===== src/rtl/chirq_pkg.sv =====
package chirq_pkg;
  localparam int unsigned NUM_CH     = 2;
  localparam int unsigned DATA_W     = 8;
  localparam int unsigned ADDR_W_DEF = 2;

  localparam logic [ADDR_W_DEF-1:0] A_LEGACY = 2'd0;
  localparam logic [ADDR_W_DEF-1:0] A_SECT   = 2'd1;
  localparam logic [ADDR_W_DEF-1:0] A_CTRL   = 2'd2;

  // control register bit positions
  localparam int unsigned B_RDLINE = 1;
  localparam int unsigned B_PEND0  = 2;
  localparam int unsigned B_PEND1  = 3;
  localparam int unsigned B_BLK0   = 4;
  localparam int unsigned B_BLK1   = 5;
  // mirror positions
  localparam int unsigned B_LEG_PEND  = 2;
  localparam int unsigned B_SECT_PEND = 4;
  // stored read/write fields of the secondary timing byte
  localparam logic [DATA_W-1:0] SECT_RW_MASK = 8'hCC;
endpackage


===== src/rtl/chirq_edge.sv =====
module chirq_edge #(
  parameter int unsigned W = 2
) (
  input  logic         clk,
  input  logic         rst_n,
  input  logic [W-1:0] lvl,
  output logic [W-1:0] rise
);
  logic [W-1:0] prev_q;

  for (genvar i = 0; i < W; i++) begin : g_bit
    always_ff @(posedge clk) begin
      if (!rst_n) prev_q[i] <= 1'b0;
      else        prev_q[i] <= lvl[i];
    end
    assign rise[i] = lvl[i] & ~prev_q[i];
  end
endmodule


===== src/rtl/chirq_pend.sv =====
module chirq_pend (
  input  logic clk,
  input  logic rst_n,
  input  logic set_i,
  input  logic clr_i,
  output logic q
);
  // a set in the same cycle as a clear takes priority
  always_ff @(posedge clk) begin
    if (!rst_n)     q <= 1'b0;
    else if (set_i) q <= 1'b1;
    else if (clr_i) q <= 1'b0;
  end
endmodule


===== src/rtl/chirq_regs.sv =====
module chirq_regs
  import chirq_pkg::*;
#(
  parameter int unsigned ADDR_W = ADDR_W_DEF
) (
  input  logic              clk,
  input  logic              rst_n,
  input  logic              we,
  input  logic [ADDR_W-1:0] addr,
  input  logic [DATA_W-1:0] wdata,
  input  logic [NUM_CH-1:0] pend,
  output logic [NUM_CH-1:0] clr,
  output logic [NUM_CH-1:0] blk,
  output logic              rdline,
  output logic [DATA_W-1:0] rdata
);
  localparam logic [ADDR_W-1:0] AL = ADDR_W'(A_LEGACY);
  localparam logic [ADDR_W-1:0] AS = ADDR_W'(A_SECT);
  localparam logic [ADDR_W-1:0] AC = ADDR_W'(A_CTRL);

  logic              hit_leg, hit_sect, hit_ctrl;
  logic [DATA_W-1:0] sect_q;

  assign hit_leg  = we && (addr == AL);
  assign hit_sect = we && (addr == AS);
  assign hit_ctrl = we && (addr == AC);

  assign clr[0] = (hit_leg  && wdata[B_LEG_PEND])  || (hit_ctrl && wdata[B_PEND0]);
  assign clr[1] = (hit_sect && wdata[B_SECT_PEND]) || (hit_ctrl && wdata[B_PEND1]);

  always_ff @(posedge clk) begin
    if (!rst_n) begin
      blk    <= '0;
      rdline <= 1'b0;
      sect_q <= '0;
    end else begin
      if (hit_ctrl) begin
        blk[0] <= wdata[B_BLK0];
        blk[1] <= wdata[B_BLK1];
        rdline <= wdata[B_RDLINE];
      end
      if (hit_sect) sect_q <= wdata & SECT_RW_MASK;
    end
  end

  always_comb begin
    rdata = '0;
    if (addr == AL) begin
      rdata[B_LEG_PEND] = pend[0];
    end else if (addr == AS) begin
      rdata = sect_q;
      rdata[B_SECT_PEND] = pend[1];
    end else if (addr == AC) begin
      rdata[B_PEND0] = pend[0];
      rdata[B_PEND1] = pend[1];
      rdata[B_BLK0]  = blk[0];
      rdata[B_BLK1]  = blk[1];
    end
  end
endmodule


===== src/rtl/chirq_ctrl.sv =====
module chirq_ctrl
  import chirq_pkg::*;
#(
  parameter int unsigned ADDR_W = ADDR_W_DEF
) (
  input  logic              clk,
  input  logic              rst_n,
  input  logic [1:0]        dev_irq,
  input  logic [1:0]        dma_irq_flag,
  input  logic              reg_we,
  input  logic [ADDR_W-1:0] reg_addr,
  input  logic [7:0]        reg_wdata,
  output logic [7:0]        reg_rdata,
  output logic              host_irq,
  output logic [1:0]        ch_irq_own,
  output logic              rd_line_en
);
  logic [NUM_CH-1:0] rise, clr, pend_q, blk;

  chirq_edge #(.W(NUM_CH)) u_edge (
    .clk(clk), .rst_n(rst_n), .lvl(dev_irq), .rise(rise)
  );

  for (genvar c = 0; c < NUM_CH; c++) begin : g_ch
    chirq_pend u_pend (
      .clk(clk), .rst_n(rst_n), .set_i(rise[c]), .clr_i(clr[c]), .q(pend_q[c])
    );
  end

  chirq_regs #(.ADDR_W(ADDR_W)) u_regs (
    .clk(clk), .rst_n(rst_n), .we(reg_we), .addr(reg_addr), .wdata(reg_wdata),
    .pend(pend_q), .clr(clr), .blk(blk), .rdline(rd_line_en), .rdata(reg_rdata)
  );

  assign host_irq   = |(pend_q & ~blk);
  assign ch_irq_own = pend_q & dma_irq_flag;
endmodule


===== config.mk =====
export PLATFORM = sky130hd
export DESIGN_NAME = chirq_ctrl
export DESIGN_NICKNAME = d
export VERILOG_FILES = /design/src/rtl/chirq_pkg.sv /design/src/rtl/chirq_edge.sv /design/src/rtl/chirq_pend.sv /design/src/rtl/chirq_regs.sv /design/src/rtl/chirq_ctrl.sv
export SDC_FILE = /design/constraint.sdc
export NUM_CORES = 1
export LEC_CHECK = 0
export ABC_AREA = 1
export BUFFER_PORTS_ARGS = -buffer_cell sky130_fd_sc_hd__buf_4
export CAP_MARGIN = 20
export CORE_MARGIN = 2
export CORE_UTILIZATION = 42
export DETAILED_ROUTE_END_ITERATION = 10
export PLACE_DENSITY = 0.82
export RECOVER_POWER = 25
export REMOVE_ABC_BUFFERS = 1
export SLEW_MARGIN = 30
export SYNTH_ARGS = -nofsm -noshare
export SYNTH_HDL_FRONTEND = slang
export SYNTH_SLANG_ARGS = --single-unit

===== constraint.sdc =====
create_clock -name clk -period 0.8 [get_ports clk]
set_input_delay 0.2 -clock clk [delete_from_list [all_inputs] [get_ports clk]]
set_output_delay 0.2 -clock clk [all_outputs]
set_load 0.01 [all_outputs]

==> results.txt <==
----------------------------------------------------
[Outcome]
  Result of the run ... finished with violations
  Violations in the final reports ... negative setup slack

[Cells and area]
  Area added between synthesis and finish ... 60.63%
  Fraction of layout cells with a size suffix above 1 ... 0.5462
  Antenna diode count ... 0
  Count of nets after finishing ... 137
  Final standard cell utilization of the core ... 0.7002
  Design Area, Final ... slightly below 900 sq um

[Setup path]
  Required time of the worst setup path ... 0.60 ns
  Kind of cell adding the most delay to the critical path ... flip-flops
  Highest net fanout along the worst path ... 2
  Maximum cell stage delay along the critical path ... 0.33 ns
  Arr. time, crit path ... 0.93 ns
  Startpoint of the lowest-slack register-to-register path ... u_regs.sect_q[7]
  CP endpoint kind ... output port
  Critical Path Start ... g_ch[0].u_pend.q
  Standard cell with the maximum stage delay on the critical path ... dfxtp_2
  Sequence of cells on the critical path ... inv_2 -> o22ai_2 -> buf_4
  Kind of launch point of the worst setup path ... flip-flop
  Critical path buffers and inverters ... 2
  Classification of the worst setup path ... flip-flop to output port

[Routing]
  Via count ... 619
  Count of routing violations after the opening detailed-route iteration ... 10
  Residual antenna-violating net count after detailed routing ... 0
  Count of TritonRoute iterations in the first routing pass ... 4
  WL per Instance ... 10.31 um
  Final wirelength ... 1.382 mm
  Number of remaining DRC errors ... 0
  Detailed-route vias per instance ... about 4.6

[Floorplan]
  Die height ... 40.29 um
  Initial core utilization ... 0.4359
  Core ar. ... 0.001269 sq mm
  Overall die area ... roughly 0.0016 sq mm
  Count of boundary I/O pins ... 29
  Overall die width ... between 40 and 50 um
  Number of placement rows ... 13

[STA]
  Clock tree skew after final layout ... between 0.00007 and 0.00008 ns
  Number of setup violations in the final report ... 11
  RSZ-0062 raised after global routing ... true
  Final hold violations ... 0
  WHS ... 0.1234 ns
  Max-slew violation count ... 0
  Final worst-path setup slack ... -0.3298 ns
  Minimum clock period after layout ... about 1.1 ns
  Fmax ... 0.8851 GHz
  Final period util ... 1.412

[Clock tree]
  Number of clock sinks ... 11
  Clock Latency Late Sink ... about 0.27 ns
  Cts bufs inserted ... 3
  Master cell of the clock root buffer ... clkbuf_4
  Clock Pin Slew Worst Setup and Hold Paths ... 0.07 ns
  CTS tree ... done
  H-tree level count ... 1
  Bufs on Longest Clock Path ... 2

[Synth]
  Cell count after synthesis ... a little over 80
  Library cell with the largest summed area after synthesis ... dfxtp_1
  Area share of the largest cell type after synthesis ... 0.3982
  Number of different library cells in the post-synthesis netlist ... 16
  Synthesis Warnings ... 0
  Main area contributors after synthesis ... dfxtp_1 (40%), nand2_1 (14%), nor2_1 (10%), inv_1 (9.5%), o22ai_1 (4.5%)
  Summed instance area of the synthesized netlist ... 553.0 sq um
  Post-synthesis sequential element count ... 11
  Sequential area share after synthesis ... 0.3982
  Mean instance size in the synthesized netlist ... 6.828 sq um

[Power and ir drop]
  Sequential power share ... 0.457
  Static leakage ... 0.4818 nW
  Switching share of power ... 0.2758
  Total power consumption of the routed design ... between 1 and 1.5 mW
  PwrDens ... 1482 mW/mm^2
  Switching component of the power ... 0.3632 mW
  Clock power frac ... 0.294
  Peak supply drop ... 1092 uV
  Total internal power ... approximately 0.95 mW
  Portion of total power attributed to combinational logic ... 0.249

[Placed design]
  Placed cell areas ... 794.5 sq um
  Final weighted congestion in routability-driven placement ... 0.8150
  HPWL after detailed placement ... just over 1 mm
  Pre-CTS setup slack ... -0.2131 ns
  Number of buffers inserted by port buffering ... 25

[Global routing]
  Via count of the first global-routing pass ... 561
  Overflow left after global routing ... 0
  Gr usage total ... 0.2212
  Number of antenna violations at the first check in global routing ... 0
  Wire length of the first global-routing pass ... 2.270 mm
  Maximum number of pins on one net before global-route repair ... 9

[Hold path]
  Source of the worst hold timing path ... dev_irq[1]
  Worst min path class ... primary input to flip-flop

[Run]
  Count of maximum capacitance violations ... 0

----------------------------------------------------
logic make-up (layout without fill, tap and decap cells):
group,after synthesis,after routing,synth area share
AOI/OAI and AO/OA,6,6,0.07464
buffers and inverters,18,55,0.1538
and+or+nand+nor,45,45,0.3665
other,1,2,0.006781
DFF,11,11,0.3982
cells in the mapped netlist:
library cell	n
clkbuf_8	1
nor2_1	15
nand3_2	1
nand4_1	3
nand3_1	3
buf_4	2
a21boi_2	1
o21ai_0	1
inv_1	14
nand3_4	1
dfxtp_1	11
or2_2	1
o22ai_1	4
nand2_1	21
inv_2	1
conb_1	1
routing by layer:
metal	GRT usage	wire, um
met1	0.2264	579
met3	0.1000	84
met5	0	0
met4	0.05833	0
met2	0.4032	718
final cells by class:
class,instances,area [sq um]
fillers,115,380.4
repair buffers,36,281.5
multi-input cells,53,275.3
flip-flops and latches,11,230.2
inverters,15,56.30
clock buffers,4,26.28
well taps,15,18.77
sequential cells by signal (all words and copies together), names as in the netlist:
name and flops:
u_regs.sect_q 4, g_ch.u_pend.q 2, u_edge.prev_q 2, u_regs.blk 2, u_regs.rdline 1
timing repair:
action	CTS	global route
pin swaps	5	4
setup endpoints to repair	10	10
hold buffers	0	0
setup buffers	2	1
resized for setup	17	9
power groups by stage:
stage	combinational (mW)	clock (mW)	sequential, mW
after floorplan	0.114	0	0.604
after detailed placement	0.289	0	0.604
after CTS	0.319	0.406	0.598
after global routing	0.362	0.437	0.605
final	0.328	0.387	0.602
after global placement	0.284	0	0.603
worst register-to-register path, delay by kind of cell, from the launching register on:
family                 cells  cell delay [ns]
flip-flops                 1             0.32
AND/OR/NAND/NOR            3             0.17
buffers and inverters      3             0.26
per-stage QoR:
step	TNS, ns	std cells
finish	-2.770	134
global route	-3.364	134
CTS	-2.914	133
detailed placement	-1.590	127
global placement	-1.441	127
floorplan	-0.1190	79
path summary, 6_finish.rpt:
kind | end | slack (ns) | cells after the start
hold reg to reg | g_ch[0].u_pend.q | 0.41 | 1
setup / recovery | reg_rdata[2] | -0.33 | 3
hold / removal | u_edge.prev_q[1] | 0.12 | 3
setup reg to reg | u_regs.sect_q[7] | -0.03 | 6
cell usage in the layout, fill, tap and decap left out, types with 2 or more instances in the layout:
master / instances
dfxtp_1: 3
clkbuf_1: 2
nor2_1: 15
buf_6: 4
inv_2: 10
o22ai_2: 3
nand2_1: 19
inv_1: 5
conb_1: 2
nand2_2: 2
dfxtp_2: 8
buf_4: 31
nand3_1: 3
nand4_1: 3
clkbuf_4: 3
(Power assumes the default switching activity.)
